File: src/rtl/cmdmbx_pkg.sv
package cmdmbx_pkg;
  localparam int WORD_W = 32;
  localparam int ADDR_W = 12;

  localparam logic [ADDR_W-1:0] REQ_OFF    = 12'h43C;
  localparam logic [ADDR_W-1:0] ARG0_OFF   = 12'h438;
  localparam logic [ADDR_W-1:0] STAT_OFF   = 12'h45C;
  localparam logic [ADDR_W-1:0] RWORD0_OFF = 12'h458;

  typedef struct packed {
    logic [2:0]  tgt_type;
    logic [4:0]  tgt_inst;
    logic [7:0]  kind;
    logic [15:0] opcode;
  } req_word_t;

  // argument words descend from ARG0_OFF in word steps
  function automatic logic [ADDR_W-1:0] arg_off(input int idx);
    return ARG0_OFF - ADDR_W'(4 * idx);
  endfunction

  // result words descend from RWORD0_OFF in word steps
  function automatic logic [ADDR_W-1:0] rword_off(input int idx);
    return RWORD0_OFF - ADDR_W'(4 * idx);
  endfunction

  function automatic logic [WORD_W-1:0] pack_status(input logic       ready,
                                                    input logic [3:0] gen_err,
                                                    input logic [2:0] cmd_err,
                                                    input logic [15:0] short_val);
    return {short_val, 8'h00, cmd_err, gen_err, ready};
  endfunction
endpackage

File: src/rtl/cmdmbx_arg_bank.sv
module cmdmbx_arg_bank
  import cmdmbx_pkg::*;
#(
  parameter int NUM_ARGS = 7
) (
  input  logic                       clk,
  input  logic                       rst_n,
  input  logic                       wr_en,
  input  logic [ADDR_W-1:0]          wr_addr,
  input  logic [WORD_W-1:0]          wr_data,
  input  logic                       busy,
  output logic [NUM_ARGS*WORD_W-1:0] args
);
  logic [WORD_W-1:0] arg_q [NUM_ARGS];

  for (genvar g = 0; g < NUM_ARGS; g++) begin : g_arg
    logic arg_hit;
    assign arg_hit = wr_en && !busy && (wr_addr == arg_off(g));

    always_ff @(posedge clk) begin
      if (!rst_n)       arg_q[g] <= '0;
      else if (arg_hit) arg_q[g] <= wr_data;
    end

    assign args[g*WORD_W +: WORD_W] = arg_q[g];
  end
endmodule

File: src/rtl/cmdmbx_ctrl.sv
module cmdmbx_ctrl
  import cmdmbx_pkg::*;
(
  input  logic              clk,
  input  logic              rst_n,
  input  logic              req_wr,
  input  logic              stat_wr,
  input  logic [WORD_W-1:0] wr_data,
  input  logic              rsp_done,
  output logic [WORD_W-1:0] req_q,
  output logic              ready_q,
  output logic              busy,
  output logic              cmd_start,
  output logic              req_accept,
  output logic              done_accept,
  output logic              ready_clear
);
  assign busy        = |req_q;
  assign req_accept  = req_wr && !busy && !ready_q && (wr_data != '0);
  assign done_accept = rsp_done && busy;
  assign ready_clear = stat_wr && !wr_data[0] && ready_q;

  always_ff @(posedge clk) begin
    if (!rst_n) begin
      req_q     <= '0;
      ready_q   <= 1'b0;
      cmd_start <= 1'b0;
    end else begin
      cmd_start <= req_accept;
      if (req_accept)       req_q <= wr_data;
      else if (done_accept) req_q <= '0;
      if (done_accept)      ready_q <= 1'b1;
      else if (ready_clear) ready_q <= 1'b0;
    end
  end
endmodule

File: src/rtl/cmdmbx_result.sv
module cmdmbx_result
  import cmdmbx_pkg::*;
#(
  parameter int NUM_RWORDS = 3
) (
  input  logic                         clk,
  input  logic                         rst_n,
  input  logic                         done_accept,
  input  logic                         ready_q,
  input  logic [15:0]                  rsp_short,
  input  logic [2:0]                   rsp_err_code,
  input  logic [3:0]                   rsp_gen_err,
  input  logic [NUM_RWORDS*WORD_W-1:0] rsp_data,
  output logic [NUM_RWORDS*WORD_W-1:0] rword_q,
  output logic [WORD_W-1:0]            status_word
);
  logic [15:0] short_q;
  logic [2:0]  cerr_q;
  logic [3:0]  gerr_q;

  always_ff @(posedge clk) begin
    if (!rst_n) begin
      short_q <= '0;
      cerr_q  <= '0;
      gerr_q  <= '0;
      rword_q <= '0;
    end else if (done_accept) begin
      short_q <= rsp_short;
      cerr_q  <= rsp_err_code;
      gerr_q  <= rsp_gen_err;
      rword_q <= rsp_data;
    end
  end

  assign status_word = pack_status(ready_q, gerr_q, cerr_q, short_q);
endmodule

File: src/rtl/cmdmbx_rdmux.sv
module cmdmbx_rdmux
  import cmdmbx_pkg::*;
#(
  parameter int NUM_ARGS   = 7,
  parameter int NUM_RWORDS = 3
) (
  input  logic [ADDR_W-1:0]            rd_addr,
  input  logic [WORD_W-1:0]            req_q,
  input  logic [WORD_W-1:0]            status_word,
  input  logic [NUM_ARGS*WORD_W-1:0]   args,
  input  logic [NUM_RWORDS*WORD_W-1:0] rwords,
  output logic [WORD_W-1:0]            rd_data
);
  always_comb begin
    rd_data = '0;
    if (rd_addr == REQ_OFF)  rd_data = req_q;
    if (rd_addr == STAT_OFF) rd_data = status_word;
    for (int i = 0; i < NUM_ARGS; i++)
      if (rd_addr == arg_off(i)) rd_data = args[i*WORD_W +: WORD_W];
    for (int j = 0; j < NUM_RWORDS; j++)
      if (rd_addr == rword_off(j)) rd_data = rwords[j*WORD_W +: WORD_W];
  end
endmodule

File: src/rtl/cmd_mailbox_regs.sv
module cmd_mailbox_regs
  import cmdmbx_pkg::*;
#(
  parameter int NUM_ARGS   = 7,
  parameter int NUM_RWORDS = 3
) (
  input  logic                         clk,
  input  logic                         rst_n,
  input  logic                         wr_en,
  input  logic [11:0]                  wr_addr,
  input  logic [31:0]                  wr_data,
  input  logic [11:0]                  rd_addr,
  output logic [31:0]                  rd_data,
  output logic                         cmd_start,
  output logic [2:0]                   cmd_tgt_type,
  output logic [4:0]                   cmd_tgt_inst,
  output logic [7:0]                   cmd_kind,
  output logic [15:0]                  cmd_opcode,
  output logic [NUM_ARGS*32-1:0]       cmd_params,
  input  logic                         rsp_done,
  input  logic [15:0]                  rsp_short,
  input  logic [2:0]                   rsp_err_code,
  input  logic [3:0]                   rsp_gen_err,
  input  logic [NUM_RWORDS*32-1:0]     rsp_data
);
  localparam int ARG_BITS   = NUM_ARGS * WORD_W;
  localparam int RWORD_BITS = NUM_RWORDS * WORD_W;

  logic              req_wr, stat_wr;
  logic [WORD_W-1:0] req_q;
  logic              ready_q, busy;
  logic              req_accept, done_accept, ready_clear;
  logic [WORD_W-1:0] status_word;
  logic [RWORD_BITS-1:0] rword_q;
  logic [ARG_BITS-1:0]   args;
  req_word_t         req_fields;

  assign req_wr  = wr_en && (wr_addr == REQ_OFF);
  assign stat_wr = wr_en && (wr_addr == STAT_OFF);

  cmdmbx_ctrl u_ctrl (
    .clk         (clk),
    .rst_n       (rst_n),
    .req_wr      (req_wr),
    .stat_wr     (stat_wr),
    .wr_data     (wr_data),
    .rsp_done    (rsp_done),
    .req_q       (req_q),
    .ready_q     (ready_q),
    .busy        (busy),
    .cmd_start   (cmd_start),
    .req_accept  (req_accept),
    .done_accept (done_accept),
    .ready_clear (ready_clear)
  );

  cmdmbx_arg_bank #(.NUM_ARGS(NUM_ARGS)) u_args (
    .clk     (clk),
    .rst_n   (rst_n),
    .wr_en   (wr_en),
    .wr_addr (wr_addr),
    .wr_data (wr_data),
    .busy    (busy),
    .args    (args)
  );

  cmdmbx_result #(.NUM_RWORDS(NUM_RWORDS)) u_result (
    .clk          (clk),
    .rst_n        (rst_n),
    .done_accept  (done_accept),
    .ready_q      (ready_q),
    .rsp_short    (rsp_short),
    .rsp_err_code (rsp_err_code),
    .rsp_gen_err  (rsp_gen_err),
    .rsp_data     (rsp_data),
    .rword_q      (rword_q),
    .status_word  (status_word)
  );

  cmdmbx_rdmux #(.NUM_ARGS(NUM_ARGS), .NUM_RWORDS(NUM_RWORDS)) u_rdmux (
    .rd_addr     (rd_addr),
    .req_q       (req_q),
    .status_word (status_word),
    .args        (args),
    .rwords      (rword_q),
    .rd_data     (rd_data)
  );

  assign req_fields   = req_word_t'(req_q);
  assign cmd_tgt_type = req_fields.tgt_type;
  assign cmd_tgt_inst = req_fields.tgt_inst;
  assign cmd_kind     = req_fields.kind;
  assign cmd_opcode   = req_fields.opcode;
  assign cmd_params   = args;
endmodule

File: config.mk
export PLATFORM = sky130hd
export DESIGN_NAME = cmd_mailbox_regs
export DESIGN_NICKNAME = d
export VERILOG_FILES = /design/src/rtl/cmdmbx_pkg.sv /design/src/rtl/cmdmbx_arg_bank.sv /design/src/rtl/cmdmbx_ctrl.sv /design/src/rtl/cmdmbx_result.sv /design/src/rtl/cmdmbx_rdmux.sv /design/src/rtl/cmd_mailbox_regs.sv
export SDC_FILE = /design/constraint.sdc
export NUM_CORES = 1
export LEC_CHECK = 0
export ABC_AREA = 0
export BUFFER_PORTS_ARGS = -buffer_cell sky130_fd_sc_hd__buf_2
export CORE_MARGIN = 10
export CORE_UTILIZATION = 58
export CTS_CLUSTER_SIZE = 24
export DETAILED_ROUTE_END_ITERATION = 10
export GPL_TIMING_DRIVEN = 1
export MAX_ROUTING_LAYER = met4
export PLACE_DENSITY = 0.86
export SYNTH_ARGS = -nofsm -noshare
export SYNTH_HDL_FRONTEND = slang
export SYNTH_HIERARCHICAL = 1
export SYNTH_SLANG_ARGS = --single-unit
export TNS_END_PERCENT = 10
File: constraint.sdc
create_clock -name clk -period 9.7 [get_ports clk]
set_input_delay 1.455 -clock clk [delete_from_list [all_inputs] [get_ports clk]]
set_output_delay 1.455 -clock clk [all_outputs]
set_load 0.05 [all_outputs]
==> summary.txt <==
Setup path
  – Worst setup EP type: output pin
  – Most frequent CP cell: buf_4
  – Worst-path maximum fanout: 42
  – CP required: 8250 ps
  – CP Class: in2out
  – Critical Path AT: approximately 5200 ps
  – Reg2Reg Depth: 7
  – Startpoint Class: input port
  – Worst-path cell chain: buf_4 -> buf_4 -> nand2_1 -> nor2_2 -> a32oi_1 -> or3_1 -> a222oi_1 -> buf_2
  – R2r setup slk: around 5700 ps
  – Worst flop-to-flop path startpoint: u_ctrl/req_q[9]$_SDFFE_PN0P_
  – Max stage delay on crit path: approximately 800 ps
  – CP max stage cell: a222oi_1
  – FF-to-FF End: u_args/arg_q[0][34]$_SDFFCE_PN0P_

CTS
  – CTS Root Cell: clkbuf_16
  – Bufs on Longest Clock Path: 3
  – Hold_buf cts: 0
  – Post-CTS Setup Repair Bufs: 0
  – Clock-pin slew on the worst setup and hold paths: around 60 ps
  – CTS tree: yes
  – Worst-Skew Late Latency: approximately 550 ps
  – Cts repair resizes: 0
  – H-tree Lvls: 2
  – CTS Buf Count: 40
  – Clk sinks: between 300 and 400

STA
  – Least-Margin Pin Slew: about 1200 ps
  – Post-route minimum period: roughly 6700 ps
  – Final Setup Violations: 0
  – RSZ-0062 raised after global routing: no
  – Period Utilization, post-route: between 60% and 70%
  – Final hold vios: 0
  – F_max: ~150 MHz
  – Setup TNS: 0 ps
  – Pins Over Slew Limit: 0
  – Worst Skew: around 22 ps
  – Relative slew slack: 22.0%
  – Setup WS post-layout: a little over 3000 ps

Layout
  – Final core utilization: between 60% and 70%
  – Storage element area: 9790 um^2
  – Finished Layout Cells: about 2500
  – Ratio of cells with drive above 1 in the final layout: 30.8%
  – Area occupied by multi-input gates: 8110 um^2
  – Nets@finish: about 2200
  – Fillcell total: ~2400
  – Layout area overhead: 18.5%

Power and ir drop
  – Internal Power: roughly 2700 uW
  – Sw Ratio: approximately 29%
  – Cell Pwr Density: roughly 170 nW/um^2
  – Worst vdd ir: roughly 190 uV
  – Power, Total: about 3800 uW
  – Static leakage: ~0.009 uW
  – Clock share of power: approximately 40%
  – Seq pwr share: between 40% and 50%
  – Logic pwr share: a little over an eighth
  – Net Sw Power: around 1100 uW

Floorplan
  – Core Region: 32400 um^2
  – Starting density of the core: 58.4%
  – Chip width: ~200 um
  – FP Rows: 66
  – Chip Height: roughly 200 um
  – # IOs: between 400 and 500
  – Die area: roughly 40000 um^2

Place
  – Routability cong.: between 1 and 1.5
  – Place WS: ~3200 ps
  – Detailed Place HPWL: 63800 um
  – PortBufs: approximately 470
  – Placed cells: ~2400

Detailed routing
  – DRC: 0
  – Vias per inst: around 6.9
  – Drt initial violations: between 3000 and 4000
  – Drt total wl: around 87000 um
  – Highest routing layer actually used: met4
  – Vias: around 17000
  – Met3 wire length: 12600 um
  – WL met2: 38100 um
  – Drt pass-1 iters: 6
  – Antenna-violating nets left: 0
  – M1 WL: ~31000 um
  – WL/cell: approximately 35 um

Outcome
  – Outcome: finished, final reports clean

Hold path
  – Worst Hold Path EP: u_result/rword_q[15]$_SDFFE_PN0P_
  – Worst min-delay path category: reg2reg
  – Cell count of the worst hold path: 2
  – Hold Crit Start: u_result/rword_q[15]$_SDFFE_PN0P_

Synthesis
  – Syn Inst Count: 1660
  – Synthesized area per cell: approximately 11 um^2
  – Syn. warnings: 6
  – Netlist Area Pre-Place: 18900 um^2

Global routing
  – Largest net degree at the start of global routing: roughly 130
  – Congestion Overflow GR: 0
  – Vias in the first global route: about 17000
  – Antenna violations before repair: 1
  – First-pass GRT wire length: about 120000 um
  – Gr usage total: between 40% and 50%

Run
  – Maxcap violations: 0
## per-stage QoR
step                hold WS, ps  cell area [um^2]
finish                      524             22400
global route                543             22400
CTS                         523             22400
detailed placement          505             21100
global placement            494             21100
floorplan                   468             18900
## routing by layer
layer	track usage, %	vias to the layer above
li1	-	7057
met1	53.6	8325
met2	62.5	1744
met3	10.4	312
met4	19.7	0
met5	-	-
## state kept, by name (all words and copies together), names as in the netlist
signal and flops:
u_ctrl/cmd_start 1, u_result/rword_q 96, u_ctrl/ready_q 1, u_result/cerr_q 3, u_result/short_q 16, u_result/gerr_q 4, u_args/arg_q 224, u_ctrl/req_q 32
## how the worst max path moves through the flow
stage,startpoint,endpoint,slack [ps]
2_1_floorplan,rd_addr[7],rd_data[31],4420
3_3_place_gp,rd_addr[3],rd_data[31],3170
3_5_place_dp,rd_addr[3],rd_data[31],3190
4_1_cts,rd_addr[3],rd_data[31],3180
5_1_grt,rd_addr[3],rd_data[31],3040
6_report,rd_addr[3],rd_data[31],3040
## power by group through the flow
stage          clock (uW)  sequential [uW]  combinational, uW
2_1_floorplan           0             1980                136
3_3_place_gp            0             1820                502
3_5_place_dp            0             1820                505
4_1_cts              1520             1790                507
5_1_grt              1590             1790                525
6_report             1530             1790                519
## cell type report
type                       instances  share of cell area [%]
multi-input combinational       1118                    36.2
inverter                          11                   0.268
clock buffer                      52                    4.94
sequential                       377                    43.7
clock inverter                    20                   0.866
antenna                            1                  0.0112
timing repair buffer             500                    11.6
tap                              442                    2.47
## critical path, delay by kind of cell
| family | cells | cell delay (ps) |
|---|---|---|
| AND/OR/NAND/NOR | 3 | 1480 |
| buffers and inverters | 3 | 1340 |
| AO/OA/AOI/OAI | 2 | 880 |
## layout by cell type, fill, tap and decap left out, types with 10 or more instances in the layout
cell type	count
o21ai_0	55
buf_4	36
nor4_1	19
nand3_1	12
o221ai_1	19
nand4_1	14
dfxtp_1	153
buf_2	464
nor2_1	56
o22ai_1	16
mux2i_1	160
o211ai_1	15
nand2_1	58
clkbuf_16	41
nor2b_1	133
a21oi_1	67
nand2b_1	13
a22o_1	39
a211oi_1	11
edfxtp_1	224
and3_1	207
mux2_2	25
o2bb2ai_1	11
a22oi_1	28
nor3_1	10
Power figures use the tool's default switching activity.
